`src/rtl/ap_pkg.sv`:
```
package ap_pkg;
  localparam int ADDR_W = 20;
  localparam int LANES  = 4;
  typedef enum logic [1:0] {
    TGT_NONE = 2'd0,
    TGT_VRAM = 2'd1,
    TGT_REG  = 2'd2,
    TGT_CAPT = 2'd3
  } ap_tgt_e;
  localparam logic [11:0] REG_PAGE     = 12'hB80;
  localparam logic [7:0]  BLT_STAT_OFF = 8'h40;
  localparam logic [1:0]  MAP_B8_32K   = 2'b11;
endpackage

```
`src/rtl/ap_window_cfg.sv`:
```
module ap_window_cfg (
  input  logic       clk,
  input  logic       rst_n,
  input  logic       cfg_wr,
  input  logic [1:0] cfg_map_sel,
  input  logic       cfg_mmio_en,
  output logic [1:0] map_q,
  output logic       mmio_q,
  output logic       ovl_q
);
  import ap_pkg::*;

  always_ff @(posedge clk or negedge rst_n) begin
    if (!rst_n) begin
      map_q  <= 2'b00;
      mmio_q <= 1'b0;
      ovl_q  <= 1'b0;
    end else if (cfg_wr) begin
      map_q  <= cfg_map_sel;
      mmio_q <= cfg_mmio_en;
      ovl_q  <= (cfg_map_sel == MAP_B8_32K);
    end
  end

  // flag follows the select loaded by the previous strobe
  a_r3_ovl_follows_cfg: assert property (@(posedge clk) disable iff (!rst_n)
    cfg_wr |=> (ovl_q == ($past(cfg_map_sel) == MAP_B8_32K)));
  // flag never stands without the B8000 window selected
  a_r3_ovl_needs_sel3: assert property (@(posedge clk) disable iff (!rst_n)
    ovl_q |-> (map_q == MAP_B8_32K));
endmodule

```
`src/rtl/ap_decode.sv`:
```
module ap_decode #(
  parameter int VADDR_W = 22
) (
  input  logic                      clk,
  input  logic                      rst_n,
  input  logic                      take,
  input  logic                      we,
  input  logic [1:0]                size,
  input  logic [ap_pkg::ADDR_W-1:0] addr,
  input  logic [1:0]                map_q,
  input  logic                      mmio_q,
  input  logic                      ovl_q,
  input  logic                      blit_active,
  input  logic [VADDR_W-1:0]        bank0,
  input  logic [VADDR_W-1:0]        bank1,
  input  logic [31:0]               vram_rdata,
  output ap_pkg::ap_tgt_e           tgt,
  output logic [VADDR_W-1:0]        vram_addr,
  output logic [ap_pkg::LANES-1:0]  vram_be,
  output logic [31:0]               rdata
);
  import ap_pkg::*;

  logic [LANES-1:0] size_be;
  logic             in_win;
  logic [15:0]      win_mask;
  logic [15:0]      masked;
  logic             reg_hit;
  logic [8:0]       lane_sum;

  always_comb begin
    unique case (size)
      2'd0:    size_be = 4'b0001;
      2'd1:    size_be = 4'b0011;
      default: size_be = 4'b1111;
    endcase
    unique case (map_q)
      2'd0: in_win = (addr[19:17] == 3'b101);
      2'd1: in_win = (addr[19:16] == 4'hA);
      2'd2: in_win = (addr[19:15] == 5'b10110);
      default: in_win = (addr[19:15] == 5'b10111);
    endcase
    win_mask  = map_q[1] ? 16'h7FFF : 16'hFFFF;
    masked    = addr[15:0] & win_mask;
    vram_addr = (masked[15] ? bank1 : bank0) + VADDR_W'(masked[14:0]);
    reg_hit   = mmio_q && (addr[19:8] == REG_PAGE);

    tgt      = TGT_NONE;
    vram_be  = '0;
    rdata    = '1;
    lane_sum = '0;
    if (take) begin
      if (reg_hit) begin
        tgt = TGT_REG;
        for (int i = 0; i < LANES; i++) begin
          lane_sum = {1'b0, addr[7:0]} + 9'(i);
          if (!lane_sum[8]) begin
            rdata[i*8 +: 8] = (lane_sum[7:0] == BLT_STAT_OFF) ? 8'h00 : 8'hFF;
          end else if (ovl_q) begin
            rdata[i*8 +: 8] = vram_rdata[i*8 +: 8];
            vram_be[i]      = size_be[i];
          end
        end
      end else if (in_win) begin
        if (we && blit_active && !ovl_q) begin
          tgt = TGT_CAPT;
        end else begin
          tgt     = TGT_VRAM;
          vram_be = size_be;
          rdata   = vram_rdata;
        end
      end
    end
  end

  // register target only with the page enabled
  a_r2_reg_needs_enable: assert property (@(posedge clk) disable iff (!rst_n)
    (tgt == TGT_REG) |-> mmio_q);
  // diverted writes never touch display memory
  a_r8_capture_no_vram: assert property (@(posedge clk) disable iff (!rst_n)
    (tgt == TGT_CAPT) |-> (vram_be == '0) && we);
  // without overlap a register access never reaches display memory
  a_r5_reg_isolated: assert property (@(posedge clk) disable iff (!rst_n)
    ((tgt == TGT_REG) && !ovl_q) |-> (vram_be == '0));
endmodule

```
`src/rtl/ap_capture.sv`:
```
module ap_capture (
  input  logic        clk,
  input  logic        rst_n,
  input  logic        take,
  input  logic [1:0]  size,
  input  logic [31:0] wdata,
  input  logic        cap_ready,
  output logic        cap_valid,
  output logic [31:0] cap_word
);
  import ap_pkg::*;

  logic [31:0] buf_q, buf_n, emit_word;
  logic [1:0]  cnt_q, cnt_n;
  logic [2:0]  nbytes;
  logic        emit;

  always_comb begin
    nbytes    = (size == 2'd0) ? 3'd1 : (size == 2'd1) ? 3'd2 : 3'd4;
    buf_n     = buf_q;
    cnt_n     = cnt_q;
    emit      = 1'b0;
    emit_word = buf_q;
    for (int k = 0; k < LANES; k++) begin
      if (3'(k) < nbytes) begin
        buf_n[{cnt_n, 3'b000} +: 8] = wdata[k*8 +: 8];
        if (cnt_n == 2'd3) begin
          emit      = 1'b1;
          emit_word = buf_n;
        end
        cnt_n = cnt_n + 2'd1;
      end
    end
  end

  always_ff @(posedge clk or negedge rst_n) begin
    if (!rst_n) begin
      buf_q     <= '0;
      cnt_q     <= '0;
      cap_valid <= 1'b0;
      cap_word  <= '0;
    end else begin
      if (take) begin
        buf_q <= buf_n;
        cnt_q <= cnt_n;
      end
      if (take && emit) begin
        cap_valid <= 1'b1;
        cap_word  <= emit_word;
      end else if (cap_ready) begin
        cap_valid <= 1'b0;
      end
    end
  end

  // an offered word waits unchanged for acceptance
  a_r10_word_held: assert property (@(posedge clk) disable iff (!rst_n)
    (cap_valid && !cap_ready) |=> (cap_valid && $stable(cap_word)));
  // a new word is never produced over an unaccepted one
  a_r10_no_overrun: assert property (@(posedge clk) disable iff (!rst_n)
    (take && emit) |-> (!cap_valid || cap_ready));
endmodule

```
`src/rtl/vga_aperture_decoder.sv`:
```
module vga_aperture_decoder #(
  parameter int VADDR_W = 22
) (
  input  logic               clk,
  input  logic               rst_n,
  input  logic               cfg_wr,
  input  logic [1:0]         cfg_map_sel,
  input  logic               cfg_mmio_en,
  input  logic [VADDR_W-1:0] bank0_off,
  input  logic [VADDR_W-1:0] bank1_off,
  input  logic               blit_sys_active,
  input  logic               cpu_valid,
  output logic               cpu_ready,
  input  logic               cpu_we,
  input  logic [1:0]         cpu_size,
  input  logic [19:0]        cpu_addr,
  input  logic [31:0]        cpu_wdata,
  output logic [31:0]        cpu_rdata,
  output logic [1:0]         tgt,
  output logic [VADDR_W-1:0] vram_addr,
  output logic [3:0]         vram_be,
  input  logic [31:0]        vram_rdata,
  output logic               overlap,
  output logic               cap_valid,
  input  logic               cap_ready,
  output logic [31:0]        cap_word
);
  import ap_pkg::*;

  logic [1:0] map_q;
  logic       mmio_q;
  logic       ovl_q;
  logic       take;
  ap_tgt_e    tgt_e;

  assign cpu_ready = !cap_valid || cap_ready;
  assign take      = cpu_valid && cpu_ready;
  assign tgt       = tgt_e;
  assign overlap   = ovl_q;

  ap_window_cfg u_cfg (
    .clk(clk), .rst_n(rst_n), .cfg_wr(cfg_wr), .cfg_map_sel(cfg_map_sel),
    .cfg_mmio_en(cfg_mmio_en), .map_q(map_q), .mmio_q(mmio_q), .ovl_q(ovl_q)
  );

  ap_decode #(.VADDR_W(VADDR_W)) u_dec (
    .clk(clk), .rst_n(rst_n), .take(take), .we(cpu_we), .size(cpu_size),
    .addr(cpu_addr), .map_q(map_q), .mmio_q(mmio_q), .ovl_q(ovl_q),
    .blit_active(blit_sys_active), .bank0(bank0_off), .bank1(bank1_off),
    .vram_rdata(vram_rdata), .tgt(tgt_e), .vram_addr(vram_addr),
    .vram_be(vram_be), .rdata(cpu_rdata)
  );

  ap_capture u_cap (
    .clk(clk), .rst_n(rst_n), .take(take && (tgt_e == TGT_CAPT)),
    .size(cpu_size), .wdata(cpu_wdata), .cap_ready(cap_ready),
    .cap_valid(cap_valid), .cap_word(cap_word)
  );

  // overlap bypasses the capture diversion
  a_r9_overlap_bypass: assert property (@(posedge clk) disable iff (!rst_n)
    overlap |-> (tgt != TGT_CAPT));
  // a stalled cycle decodes to nothing
  a_r10_stall_quiet: assert property (@(posedge clk) disable iff (!rst_n)
    !cpu_ready |-> ((tgt == TGT_NONE) && (vram_be == 4'b0000)));
endmodule

```
`config.mk`:
```
export PLATFORM = sky130hd
export DESIGN_NAME = vga_aperture_decoder
export DESIGN_NICKNAME = d
export VERILOG_FILES = /design/src/rtl/ap_pkg.sv /design/src/rtl/ap_window_cfg.sv /design/src/rtl/ap_decode.sv /design/src/rtl/ap_capture.sv /design/src/rtl/vga_aperture_decoder.sv
export SDC_FILE = /design/constraint.sdc
export NUM_CORES = 1
export LEC_CHECK = 0
export BUFFER_PORTS_ARGS = -buffer_cell sky130_fd_sc_hd__buf_2
export CAP_MARGIN = 20
export CORE_MARGIN = 1.5
export CORE_UTILIZATION = 45
export CTS_CLUSTER_DIAMETER = 60
export DETAILED_ROUTE_END_ITERATION = 10
export PLACE_DENSITY_LB_ADDON = 0.08
export SLEW_MARGIN = 20
export SYNTH_ARGS = -nofsm -noshare
export SYNTH_HDL_FRONTEND = slang
export SYNTH_SLANG_ARGS = --single-unit
```
`constraint.sdc`:
```
create_clock -name clk -period 6.25 [get_ports clk]
set_input_delay 1.5625 -clock clk [delete_from_list [all_inputs] [get_ports clk]]
set_output_delay 1.5625 -clock clk [all_outputs]
set_load 0.01 [all_outputs]
```
==> run_results.csv <==
group,metric,value,unit
sta,hold_violations,0,
routing,first_pass_iters,8,
synthesis,yosysSeqAreaShare,21.6,%
sta,rsz0062_at_grt,"no",
setup_path,end_kind,"output pin",
setup_path,r2r_end,"u_cap.buf_q[20]",
sta,setup_viol,0,
die,coreArea,0.0180,mm²
clock_tree,cts.htree.levels,3,
synthesis,syn_area,0.00823,mm²
hold_path,hold_path_class,"reg -> reg",
placement,hpwl,24100,µm
pwr,power_density,247,mW/mm²
routing,drc,0,
routing,finalWirelength,33900,µm
die,initial_utilization,45.8,%
pwr,peakVddDrop,0.135,mV
placement,io_buffers,234,
layout,n_fill_cell,1746,
setup_path,cp.required,4.69,ns
sta,fin_worst_skew,0.00919,ns
setup_path,rr_startpoint,"u_cap.cnt_q[0]",
hold_path,holdPathEnd,"u_cap.buf_q[30]",
clock_tree,clock_latency,0.35,ns
hold_path,min_path_cells,2,
sta,slew_violations,0,
synthesis,synth_area_per_cell,7.60,µm²
grt,grt_pass1_vias,9216,
sta,tns,0,ns
layout,fin_nets,1430,
layout,multi_input_area,0.00595,mm²
clock_tree,cts_made_buffers,9,
die,io_pins,235,
placement,globalplace.congestion,0.998,
clock_tree,post_cts_resized,0,
setup_path,arrival,4.33,ns
routing,dr.first_iter.drc_count,887,
routing,antenna_left,0,
clock_tree,post_cts.repair.setup_buffers,0,
layout,area_delta_synth_final,19.1,%
routing,vias_per_cell,6.68,
synthesis,syn_inst,1082,
placement,numPlacedInstances,1472,
grt,antenna_found_initial,0,
layout,drive_gt1_share,24.5,%
setup_path,setup.worst_path.start_class,"input pin",
sta,worst_slew_pin_slew,1.08,ns
setup_path,worst-r2r-cell-count,13,
clock_tree,cts_buffer_depth,2,
pwr,p_leak,4.31,nW
synthesis,synth_edf_count,0,
outcome,status,"finished, final reports clean",
grt,grt_max_degree,72,
grt,overflow,0,
grt,grtUsageTotal,34.3,%
synthesis,synth-main-ff-cell,"dfrtp_1",
job,cap_violations,0,
sta,max_freq,170,MHz
hold_path,hp-start,"u_cap.buf_q[30]",
layout,stdcell_count,1488,
grt,grt_pass1_wl,52100,µm
clock_tree,cts_tree,"yes",
clock_tree,ctsHoldBuffers,0,
synthesis,syn_nets,1258,
layout,n_antenna_cell,0,
synthesis,ys_ff_latch,71,
synthesis,yosys.cell_types.count,79,
sta,min_period,5.89,ns
sta,slew_headroom,27.5,%
clock_tree,cts_sinks,71,
clock_tree,path_clk_slew,0.06,ns
setup_path,worstSetupPathType,"in -> out",
routing,num_vias,9934,
die,die-area,0.0191,mm²
synthesis,synthArstFlopShare,100,%
die,dieHeight,138,µm
layout,seqCellArea,0.00178,mm²
setup_path,r2r_setup_slack,1.52,ns
setup_path,critPathMaxFanout,15,
die,die_x,138,µm
sta,finalCritPeriodShare,94.2,%
clock_tree,cts-root-buf,"clkbuf_16",
die,rows,49,
synthesis,yosys_warnings,0,
routing,wl_per_cell,22.8,µm
## metrics by stage
step                hold slack [ns]  instance area (µm²)  worst slack, ns  util, %  power, mW
floorplan                     0.442                 8230            0.332        -       1.40
global placement              0.460                 9460            0.449     52.6       1.78
detailed placement            0.479                 9460            0.405     52.6       1.79
CTS                           0.495                 9790            0.396     54.5       2.39
global route                  0.507                 9800            0.143     54.6       2.55
finish                        0.494                 9800            0.361     54.6       2.42
## worst max path at each step
stage | from | to
6_report | cpu_addr[15] | vram_addr[17]
5_1_grt | cpu_addr[15] | vram_addr[17]
4_1_cts | cpu_addr[15] | vram_addr[11]
3_5_place_dp | cpu_addr[15] | vram_addr[11]
3_3_place_gp | cpu_addr[15] | vram_addr[11]
2_1_floorplan | cpu_addr[15] | vram_addr[14]
## cells in the final DEF (no fill, tap or decap), drive strengths merged, types with 23 or more instances in the layout
| master | Yosys | final |
|---|---|---|
| buf | 25 | 253 |
| a31oi | 40 | 40 |
| o21a | 31 | 31 |
| a21oi | 61 | 61 |
| ha | 35 | 35 |
| o21ai | 56 | 56 |
| a211oi | 24 | 24 |
| nor2 | 131 | 131 |
| nand3 | 27 | 27 |
| nor2b | 40 | 40 |
| nand2 | 78 | 78 |
| nand4 | 23 | 23 |
| a221oi | 48 | 48 |
| inv | 35 | 35 |
| dfrtp | 71 | 71 |
## kinds of logic after synthesis
family	count (synthesis)	share of synthesized area (%)
buf+inv	127	6.23
simple gates	380	23.5
mux	29	3.83
flops	71	21.6
xor+xnor	20	2.13
fa+ha+maj	36	5.57
compound gates	419	37.2
## critical path, stage by stage
cell	delay, ns
buf_2	0.10
nor2b_2	0.12
buf_4	0.22
buf_4	0.26
mux2_2	0.37
ha_1	0.35
a211oi_1	0.28
o21bai_1	0.13
a21oi_1	0.29
a31oi_1	0.14
xnor2_1	0.15
mux2i_1	0.17
buf_2	0.16
## power breakdown
group          switching, mW  internal [mW]  leakage (nW)
clock network          0.217          0.389         0.166
logic                  0.758          0.466          3.22
registers             0.0526          0.537         0.928
## cell usage after synthesis (all sizes together) (4+ instances only)
master   count  area [µm²]
a2bb2oi      4        35.0
a31oi       40         250
o21a        31         233
o2bb2ai      7        61.3
and3b        5        43.8
o2111ai      6        52.6
a22o        15         131
a21oi       61         305
xnor2       13         114
ha          35         438
and3         6        37.5
mux2        20         225
and4         6        55.1
a211o       14         123
nor2       131         492
and2         7        43.8
a222oi       7        70.1
dfrtp       71        1780
or2          5        31.3
o21ai       56         280
a221oi      48         433
clkbuf      67         251
nor2b       40         250
o211ai      17         128
nor4b        5        71.3
nand3       27         135
nand2b       4        25.0
mux2i        9        90.1
o221ai       8        70.1
a32o        20         200
a211oi      24         180
nand4       23         144
o22ai       10        62.6
nor3b        5        42.5
nand2       78         293
buf         25         130
xor2         7        61.3
inv         35         131
nor4         5        37.5
nor3        16        80.1
a21o        14         105
a221o       11         110
## flip-flops by register name, summed over array words and instances (netlist names)
signal / count
u_cap.buf_q: 32
u_cap.cap_word: 32
u_cap.cnt_q: 2
u_cfg.map_q: 2
u_cap.cap_valid: 1
u_cfg.mmio_q: 1
u_cfg.ovl_q: 1
## final cells by class
cell class	instances	area share (%)
well taps	229	2.92
clock inverters	6	1.11
inverters	35	1.34
clock buffers	10	2.34
multi-input cells	884	60.7
repair buffers	253	13.4
flip-flops and latches	71	18.1
## layer usage
metal / vias up / global-route usage [%] / share of wire (%)
met3: 125 / 8.45 / 12
met5: - / 0 / 0
li1: 4527 / - / -
met4: 0 / 16.0 / 5.0
met2: 668 / 53.3 / 44
met1: 4614 / 44.9 / 39
Power figures use the tool's default switching activity.
